[src/rtl/fpx_pkg.sv]
`timescale 1ns/1ps
package fpx_pkg;

   localparam int unsigned EXC_W = 5;

   typedef enum logic [2:0] {
      EXC_NX = 3'd0,
      EXC_DZ = 3'd1,
      EXC_UF = 3'd2,
      EXC_OF = 3'd3,
      EXC_NV = 3'd4
   } fpx_exc_idx_e;

   typedef logic [EXC_W-1:0] fpx_exc_t;

   typedef struct packed {
      logic     trap;
      fpx_exc_t cur;
      fpx_exc_t acc_set;
   } fpx_resolve_t;

   localparam int unsigned PRIO_RIPPLE = 0;
   localparam int unsigned PRIO_FLAT   = 1;

   function automatic bit fpx_overlap(int a_lsb, int a_w, int b_lsb, int b_w);
      return !((a_lsb + a_w <= b_lsb) || (b_lsb + b_w <= a_lsb));
   endfunction

endpackage

[src/rtl/fpx_prio_keep.sv]
`timescale 1ns/1ps
// Keeps only the highest-index set bit of req.
module fpx_prio_keep #(
   parameter int unsigned W     = 5,
   parameter int unsigned STYLE = 0
) (
   input  logic [W-1:0] req,
   output logic [W-1:0] keep
);
   import fpx_pkg::*;

   if (W < 2) begin : g_bad_w
      $error("fpx_prio_keep: W must be at least 2");
   end
   if (STYLE != PRIO_RIPPLE && STYLE != PRIO_FLAT) begin : g_bad_style
      $error("fpx_prio_keep: unknown STYLE");
   end

   if (STYLE == PRIO_RIPPLE) begin : g_ripple
      // above[i] is set when any bit above i is requested
      logic [W-1:0] above;
      assign above[W-1] = 1'b0;
      assign keep[W-1]  = req[W-1];
      for (genvar i = 0; i < W - 1; i++) begin : g_bit
         assign above[i] = above[i+1] | req[i+1];
         assign keep[i]  = req[i] & ~above[i];
      end
   end else begin : g_flat
      for (genvar i = 0; i < W; i++) begin : g_bit
         if (i == W - 1) begin : g_top
            assign keep[i] = req[i];
         end else begin : g_low
            assign keep[i] = req[i] & ~(|req[W-1:i+1]);
         end
      end
   end

endmodule

[src/rtl/fpx_exc_resolve.sv]
`timescale 1ns/1ps
// Decides trap versus accumulate for one completion.
module fpx_exc_resolve #(
   parameter int unsigned PRIO_STYLE = 0
) (
   input  fpx_pkg::fpx_exc_t     raised,
   input  fpx_pkg::fpx_exc_t     enable,
   output fpx_pkg::fpx_resolve_t res
);
   import fpx_pkg::*;

   if (int'(EXC_NV) != EXC_W - 1) begin : g_bad_order
      $error("fpx_exc_resolve: invalid must be the top priority bit");
   end

   fpx_exc_t enabled;
   fpx_exc_t single;
   logic     hit;

   assign enabled = raised & enable;
   assign hit     = |enabled;

   fpx_prio_keep #(
      .W     (EXC_W),
      .STYLE (PRIO_STYLE)
   ) u_pick (
      .req  (enabled),
      .keep (single)
   );

   always_comb begin
      res.trap    = hit;
      res.cur     = hit ? single : raised;
      res.acc_set = hit ? '0 : raised;
   end

endmodule

[src/rtl/fpx_field_merge.sv]
`timescale 1ns/1ps
// Builds the next status word from the current one and the strobes.
module fpx_field_merge #(
   parameter int unsigned REG_W    = 32,
   parameter int unsigned CEXC_LSB = 0,
   parameter int unsigned AEXC_LSB = 5,
   parameter int unsigned TT_LSB   = 14,
   parameter int unsigned TT_W     = 3,
   parameter int unsigned TT_TRAP  = 1
) (
   input  logic [REG_W-1:0]       cur_q,
   input  logic                   sw_en,
   input  logic [REG_W-1:0]       sw_data,
   input  logic                   done,
   input  fpx_pkg::fpx_resolve_t  res,
   output logic [REG_W-1:0]       nxt,
   output logic                   trap_nxt
);
   import fpx_pkg::*;

   localparam logic [TT_W-1:0] TT_CODE = TT_W'(TT_TRAP);

   logic [REG_W-1:0] upd;

   for (genvar b = 0; b < REG_W; b++) begin : g_bit
      if (b >= CEXC_LSB && b < CEXC_LSB + EXC_W) begin : g_cexc
         assign upd[b] = res.cur[b-CEXC_LSB];
      end else if (b >= AEXC_LSB && b < AEXC_LSB + EXC_W) begin : g_aexc
         assign upd[b] = cur_q[b] | res.acc_set[b-AEXC_LSB];
      end else if (b >= TT_LSB && b < TT_LSB + TT_W) begin : g_tt
         assign upd[b] = res.trap & TT_CODE[b-TT_LSB];
      end else begin : g_keep
         assign upd[b] = cur_q[b];
      end
   end

   always_comb begin
      if (sw_en) begin
         nxt      = sw_data;
         trap_nxt = 1'b0;
      end else if (done) begin
         nxt      = upd;
         trap_nxt = res.trap;
      end else begin
         nxt      = cur_q;
         trap_nxt = 1'b0;
      end
   end

endmodule

[src/rtl/fpx_status_reg.sv]
`timescale 1ns/1ps
module fpx_status_reg #(
   parameter int unsigned REG_W      = 32,
   parameter int unsigned TEM_LSB    = 23,
   parameter int unsigned AEXC_LSB   = 5,
   parameter int unsigned CEXC_LSB   = 0,
   parameter int unsigned TT_LSB     = 14,
   parameter int unsigned TT_W       = 3,
   parameter int unsigned TT_TRAP    = 1,
   parameter int unsigned PRIO_STYLE = 0
) (
   input  logic             clk,
   input  logic             rst_n,
   input  logic             sw_wr_en,
   input  logic [REG_W-1:0] sw_wr_data,
   input  logic             op_done,
   input  logic [4:0]       op_exc,
   output logic [REG_W-1:0] status_q,
   output logic             trap_req
);
   import fpx_pkg::*;

   // elaboration checks on the field layout
   if (TEM_LSB + EXC_W > REG_W || AEXC_LSB + EXC_W > REG_W ||
       CEXC_LSB + EXC_W > REG_W || TT_LSB + TT_W > REG_W) begin : g_bad_fit
      $error("fpx_status_reg: a field exceeds REG_W");
   end
   if (fpx_overlap(TEM_LSB, EXC_W, AEXC_LSB, EXC_W) ||
       fpx_overlap(TEM_LSB, EXC_W, CEXC_LSB, EXC_W) ||
       fpx_overlap(TEM_LSB, EXC_W, TT_LSB, TT_W) ||
       fpx_overlap(AEXC_LSB, EXC_W, CEXC_LSB, EXC_W) ||
       fpx_overlap(AEXC_LSB, EXC_W, TT_LSB, TT_W) ||
       fpx_overlap(CEXC_LSB, EXC_W, TT_LSB, TT_W)) begin : g_bad_overlap
      $error("fpx_status_reg: fields overlap");
   end
   if (TT_TRAP == 0 || TT_TRAP >= (1 << TT_W)) begin : g_bad_tt
      $error("fpx_status_reg: TT_TRAP must be nonzero and fit TT_W");
   end

   fpx_exc_t         tem;
   fpx_resolve_t     res;
   logic [REG_W-1:0] nxt;
   logic             trap_nxt;

   assign tem = status_q[TEM_LSB +: EXC_W];

   fpx_exc_resolve #(
      .PRIO_STYLE (PRIO_STYLE)
   ) u_resolve (
      .raised (op_exc),
      .enable (tem),
      .res    (res)
   );

   fpx_field_merge #(
      .REG_W    (REG_W),
      .CEXC_LSB (CEXC_LSB),
      .AEXC_LSB (AEXC_LSB),
      .TT_LSB   (TT_LSB),
      .TT_W     (TT_W),
      .TT_TRAP  (TT_TRAP)
   ) u_merge (
      .cur_q    (status_q),
      .sw_en    (sw_wr_en),
      .sw_data  (sw_wr_data),
      .done     (op_done),
      .res      (res),
      .nxt      (nxt),
      .trap_nxt (trap_nxt)
   );

   always_ff @(posedge clk or negedge rst_n) begin
      if (!rst_n) begin
         status_q <= '0;
         trap_req <= 1'b0;
      end else begin
         status_q <= nxt;
         trap_req <= trap_nxt;
      end
   end

endmodule

[config.mk]
export PLATFORM = sky130hd
export DESIGN_NAME = fpx_status_reg
export DESIGN_NICKNAME = d
export VERILOG_FILES = /design/src/rtl/fpx_pkg.sv /design/src/rtl/fpx_prio_keep.sv /design/src/rtl/fpx_exc_resolve.sv /design/src/rtl/fpx_field_merge.sv /design/src/rtl/fpx_status_reg.sv
export SDC_FILE = /design/constraint.sdc
export NUM_CORES = 1
export LEC_CHECK = 0
export ABC_AREA = 1
export CORE_UTILIZATION = 44
export CTS_BUF_LIST = sky130_fd_sc_hd__clkbuf_4 sky130_fd_sc_hd__clkbuf_8
export CTS_CLUSTER_DIAMETER = 60
export DETAILED_ROUTE_END_ITERATION = 6
export GPL_ROUTABILITY_DRIVEN = 0
export HOLD_SLACK_MARGIN = 0.12
export PLACE_DENSITY = 0.87
export SYNTH_ARGS = -nofsm -noshare
export SYNTH_HDL_FRONTEND = slang
export SYNTH_SLANG_ARGS = --single-unit
[constraint.sdc]
create_clock -name clk -period 2.3 [get_ports clk]
set_clock_uncertainty 0.1 [all_clocks]
set_input_delay 0.46 -clock clk [delete_from_list [all_inputs] [get_ports clk]]
set_output_delay 0.46 -clock clk [all_outputs]
set_load 0.005 [all_outputs]
==> results.md, run 1 <==
* Outcome: completed
* Clk root buf: clkbuf_4
* RSZ-0062 raised after global routing: no
* Synth top area share at a little under three fifths
* Port bufs at 73
* CP Max Fanout at 3
* Reg-to-Reg Start: status_q[26]
* CP arrival at between 1 and 1.5 ns
* Num ports at 74
* Synth Warn # at 0
* Total GRT Usage at between 20% and 30%
* Layout cells sized above 1 at 8.43%
* HP Class: flip-flop to flip-flop
* Crit path max-delay family: buffers and inverters
* Post-Route Utilization at 72.9%
* Design area at 2260 µm²
* Crit-path max cell delay at approximately 0.53 ns
* Post-DP HPWL at 2590 µm
* DRT iter0 DRCs at 53
* Cell taking the most area after synthesis: dfrtp_1
* Fin. Hold Viols at 0
* Syn Area/Cell at about 8.4 µm²
* Largest net degree at the start of global routing at 35
* Tot Pwr at 1.32 mW
* Period utilization at approximately four fifths
* Multi-input logic area at ~550 µm²
* Fin crit period at ~1.8 ns
* Full die area at 3540 µm²
* Filler cell count at 270
* Num CTS Buffers at 5
* Placed instance count at roughly 280
* Worst Hold Path EP: status_q[31]
* R2r endpoint: status_q[6]
* Fin nets at 289
* Routed Antenna Nets at 0
* Die Y at a little under 60 µm
* CTS max path bufs at 2
* Flops & latches, synth at 33
* Setup TNS at 0 ns
* Initial Utilization at a little under half
* Final cell count without fillers at 293
* Antenna violations before repair at 0
* Final setup fails at 0
* Cell Area, Synth at around 1500 µm²
* Syn nets at 214
* Die width at between 50 and 60 µm
* Element type at the critical path start: flip-flop
* Post-synthesis compound-gate area fraction at 6.20%
* Crit path cell chain: clkdlybuf4s50_1
* Main combinational cell family by area after synthesis: simple AND/OR/NAND/NOR gates
* Path type of the worst setup path: flip-flop to output pin
* CTS tree: done
* Register area at around 830 µm²
* Sequential-to-total area share from yosys stat at a little under three fifths
* # clock sinks at 33
* Yosys cell types at 20
* Core ar. at a little over 3000 µm²
* Top cells by area, synth: dfrtp_1 (57%), nand2_1 (21%), nor2_1 (4.1%), a21oi_2 (2.4%), nand3_1 (2.1%)
* DR pass1 iterations at 4
* Post-synthesis mux area share at 0%
* Vias in the first global route at roughly 1300
* Synth Area in Simple Gates at a little under a third
* Wirelength, routed at ~3500 µm
* Worst Path Buf+Inv at 1
* Cells after Synth at approximately 170
* Routed length per instance at 11.9 µm
* Via count at ~1400
* Critical-path top delay cell: clkdlybuf4s50_1
* Worst Hold Launch: status_q[31]
* Clock slew at the register clock pins of the worst setup and hold paths at about 0.10 ns
* FP Rows at 20
* Area grow syn2layout at 55.7%
* Max-slew violations at 0
* Pwr per Cell Area at between 500 and 600 nW/µm²
* XOR/XNOR Fraction of Synth Area at 0%
* First-pass GRT wire length at about 5400 µm
* F_max at 541 MHz
* R2R cell count at 7
* Worst-margin pin slew at 0.710 ns
* Worst-skew pair later-pin latency at about 0.34 ns
* Req. time, crit path at 1.74 ns
* Commonest non-fill, non-tap cell in the layout: nand2_1
* Synth Area in Adders at 0%
* Endpoint type of the worst setup path: output pin
* # diodes at 0
* Worst hold stages at 2
* R2R setup slack at about 1.0 ns
* Commonest cells after routing, fill and taps aside: nand2_1 (81), clkdlybuf4s50_1 (72), dfrtp_1 (33), nor2_1 (16), inv_1 (7)
* H-Tree Depth at 2
* DP Area at ~2200 µm²
* Vias per cell at approximately 4.8
* Post-CTS setup buffer count at 0
* DRC Markers at 0
* Max transition margin at between 50% and 60%
* GRT Residual Overflow at 0
* Leakage power figure at 1.10 nW
* Max_cap viols at 0
* Peak VDD IR at around 0.47 mV
sequential cells by signal (all words and copies together), names as in the netlist:
signal	count
status_q	32
trap_req	1
layout make-up:
class | instances | share of cell area [%]
clock buffer | 6 | 1.99
multi-input combinational | 123 | 24.1
sequential | 33 | 36.5
tap | 44 | 2.43
inverter | 10 | 1.66
timing repair buffer | 75 | 32.9
clock inverter | 2 | 0.442
worst reg2reg max path, cell delays in order, from the launching register on:
cell and delay (ns):
dfrtp_1 0.43, nand2_2 0.09, nand2_2 0.10, nor2_8 0.13, nand3_1 0.08, nand2_1 0.09
nand2_1 0.09, a21oi_2 0.11
synthesized netlist by cell type, drive strengths merged:
| cell | number |
|---|---|
| clkbuf | 2 |
| nor2 | 18 |
| nand3 | 6 |
| a21oi | 5 |
| a22o | 2 |
| nand2 | 83 |
| nand4 | 2 |
| a22oi | 1 |
| nor3 | 1 |
| inv | 10 |
| dfrtp | 33 |
| buf | 5 |
| o21ai | 5 |
power by group:
group          internal, mW  switching [mW]
Sequential            0.635          0.0327
Combinational         0.196           0.132
Clock                 0.128           0.196
Total                 0.960           0.360
layer usage:
metal / part of all wire, % / vias up / track usage (%)
li1: - / 683 / -
met1: 43 / 649 / 24.6
met2: 47 / 64 / 35.8
met3: 8.2 / 10 / 7.86
met4: 1.9 / 0 / 8.16
met5: 0 / - / 0
timing repair:
action / 4_1_cts / 5_1_grt
hold endpoints to repair: 33 / 0
hold buffers: 1 / 0
gates resized for setup: 0 / 0
cells by family (layout without fill, tap and decap cells):
| logic type | after synthesis | count (layout) |
|---|---|---|
| simple gates | 110 | 110 |
| compound gates | 13 | 13 |
| flops | 33 | 33 |
| buf+inv | 17 | 93 |
stage by stage:
stage | setup slack, ns | hold WS [ns]
after global routing | 0.415 | 0.407
after global placement | 0.222 | 0.361
final | 0.451 | 0.379
after CTS | 0.463 | 0.385
after floorplan | 1.05 | 0.0644
after detailed placement | 0.149 | 0.362
worst max path at each step:
stage,startpoint,endpoint,depth (start not counted),slack (ns)
after floorplan,sw_wr_en,status_q[1],6,1.05
after global placement,sw_wr_en,status_q[2],5,0.22
final,status_q[26],status_q[26],1,0.45
after CTS,status_q[26],status_q[26],1,0.46
after detailed placement,sw_wr_en,status_q[1],5,0.15
after global routing,sw_wr_en,status_q[1],5,0.42
Note: power is estimated with default switching activity, not from simulation.
==> run 2: changes to the inputs <==
- CORE_UTILIZATION: 44 -> 37
- PLACE_DENSITY: 0.87 -> 0.78
- clock period: 2.3 -> 1.6 ns (I/O delays scaled with it)
==> run 2 against run 1 <==
Net effect:
- clock power increased by 110%
- non-clock buffer count increased by 19
- sequential share of layout area decreased by 3.7 points
- clock-buffer cell count increased by 1
- setup slack got worse by 0.42 ns
- via count increased by 1.9%
- combinational power increased by 59%
- core utilization decreased by 5.2 points
- first-iteration DRC count increased by 7.5%
- die area increased by 18%
- global-route usage decreased by 0.58 points
==> results.md, run 2 (synthesized netlist as in run 1, its figures left out) <==
* Outcome: completed
* Path type of the worst setup path: flip-flop to output pin
* Peak VDD IR at 0.513 mV (+9.3%)
* Core ar. at 3720 µm² (+20%)
* Fin worst setup slack at 0.0350 ns (-0.416 ns)
* Final setup fails at 0 (unchanged)
* R2r endpoint: status_q[9]
* Vias per cell at 4.53 (-5.5%)
* Fin. Hold Viols at 0 (unchanged)
* RSZ-0062 raised after global routing: no
* Worst hold stages at 2 (unchanged)
* Via count at 1433 (+1.9%)
* Reg-to-Reg Start: status_q[26]
* R2R cell count at 8 (+1)
* Crit path max-delay family: buffers and inverters
* Crit-path max cell delay at 0.51 ns (-0.02 ns)
* Num ports at 74 (unchanged)
* Routed Antenna Nets at 0 (unchanged)
* Worst-skew pair later-pin latency at 0.28 ns (-0.06 ns)
* H-Tree Depth at 2 (unchanged)
* CTS max path bufs at 2 (unchanged)
* Worst Hold Launch: status_q[22]
* Leakage power figure at 1.39 nW (+26%)
* Critical-path top delay cell: clkdlybuf4s50_1
* Max reg flops at 32 (unchanged)
* Top reg by flops: status_q
* Req. time, crit path at 1.18 ns (-0.56 ns)
* CP Max Fanout at 2 (-1)
* Worst Path Buf+Inv at 1 (unchanged)
* Period utilization at 97.8%
* First-pass GRT wire length at 6380 µm (+18%)
* Largest net degree at the start of global routing at 34 (-2.9%)
* Layout cells sized above 1 at 14.9% (+6.5 points)
* Filler cell count at 322 (+19%)
* FP Rows at 22 (+10%)
* Clock slew at the register clock pins of the worst setup and hold paths at 0.06 ns (-0.04 ns)
* Top flop regs: status_q (32), trap_req (1)
* GRT Residual Overflow at 0 (unchanged)
* # diodes at 0 (unchanged)
* Worst Hold Path EP: status_q[22]
* Routed length per instance at 11.9 µm (-0.13%)
* Final cell count without fillers at 316 (+7.8%)
* Fin nets at 308 (+6.6%)
* Commonest non-fill, non-tap cell in the layout: nand2_1
* Initial Utilization at 39.1% (-7.7 points)
* CP arrival at 1.14 ns (-0.15 ns)
* Total GRT Usage at 20.7% (-0.58 points)
* Die Y at 64.7 µm (+8.7%)
* Wirelength, routed at 3770 µm (+7.7%)
* DR pass1 iterations at 4 (unchanged)
* Commonest cells after routing, fill and taps aside: nand2_1 (81), clkdlybuf4s50_1 (55), dfrtp_1 (33), buf_4 (18), nor2_1 (16)
* Placed instance count at 301 (+6.0%)
* Die width at 64.7 µm (+8.7%)
* Antenna violations before repair at 0 (unchanged)
* DRC Markers at 0 (unchanged)
* Endpoint type of the worst setup path: output pin
* Vias in the first global route at 1452 (+16%)
* Pwr per Cell Area at 856 nW/µm² (+47%)
* Num CTS Buffers at 5 (unchanged)
* R2R setup slack at 0.25 ns (-0.76 ns)
* Crit path cell chain: clkdlybuf4s50_1
* Port bufs at 73 (unchanged)
* DRT iter0 DRCs at 57 (+7.5%)
* F_max at about 640 MHz
* Max-slew violations at 0 (unchanged)
* Setup TNS at 0 ns (unchanged)
* Clk root buf: clkbuf_8
* HP Class: flip-flop to flip-flop
* DP Worst Slack at -0.109 ns (-0.258 ns)
* Max transition margin at 72.4% (+20 points)
* Full die area at 4180 µm² (+18%)
* Max_cap viols at 0 (unchanged)
* # clock sinks at 33 (unchanged)
* Area grow syn2layout at 73.2%
* Post-DP HPWL at 2750 µm (+6.2%)
* Element type at the critical path start: flip-flop
* Fin crit period at 1.56 ns
* Worst-margin pin slew at 0.414 ns (-0.295 ns)
* CTS tree: done
run 2: how the worst max path moves through the flow:
| stage | end | from | slack, ns | cells past startpoint |
|---|---|---|---|---|
| 5_1_grt | status_q[19] | status_q[19] | 0.002 | 1 |
| 3_5_place_dp | status_q[2] | sw_wr_en | -0.11 | 7 |
| 3_3_place_gp | status_q[2] | sw_wr_en | -0.06 | 7 |
| 6_report | status_q[8] | status_q[8] | 0.04 | 1 |
| 2_1_floorplan | status_q[6] | status_q[27] | 0.45 | 7 |
| 4_1_cts | status_q[5] | status_q[5] | 0.004 | 1 |
run 2: layout make-up:
| class | count | area (µm²) | share of cell area [%] |
|---|---|---|---|
| clock buffers | 7 | 96.3 | 3.83 |
| multi-input cells | 123 | 546 | 21.7 |
| well taps | 48 | 60.1 | 2.39 |
| inverters | 10 | 37.5 | 1.49 |
| flip-flops and latches | 33 | 826 | 32.8 |
| repair buffers | 94 | 946 | 37.6 |
| clock inverters | 1 | 5.00 | 0.199 |
run 2: what timing repair did:
action                                 in CTS  in global routing
hold buffers                                1                  0
setup endpoints to repair                   5                 17
endpoints found under the hold margin      33                  0
gates resized for setup                     2                 15
setup buffers                               3                  3
pin swaps                                   0                  0
run 2: routing by layer:
layer  share of wire, %  GRT usage [%]  vias to the layer above  wire (µm)
li1                   -              -                      719          -
met1                 40           22.5                      656       1500
met2                 53           36.1                       52       1990
met3                6.5           8.45                        6        245
met4                1.1           7.50                        0         40
met5                  0              0                        -          0
run 2: power breakdown:
group	internal (mW)	switching (mW)	leakage, nW
sequential	0.915	0.0436	0.398
clock	0.388	0.285	0.0542
combinational	0.315	0.206	0.936
run 2: per-stage QoR:
step	hold WS, ns	area (µm²)	util [%]	power, mW
3_3_place_gp	0.264	2320	62.6	1.48
5_1_grt	0.396	2520	67.7	2.29
3_5_place_dp	0.270	2320	62.6	1.49
6_report	0.372	2520	67.7	2.15
4_1_cts	0.378	2460	66.1	2.18
2_1_floorplan	-0.0756	1450	-	1.14
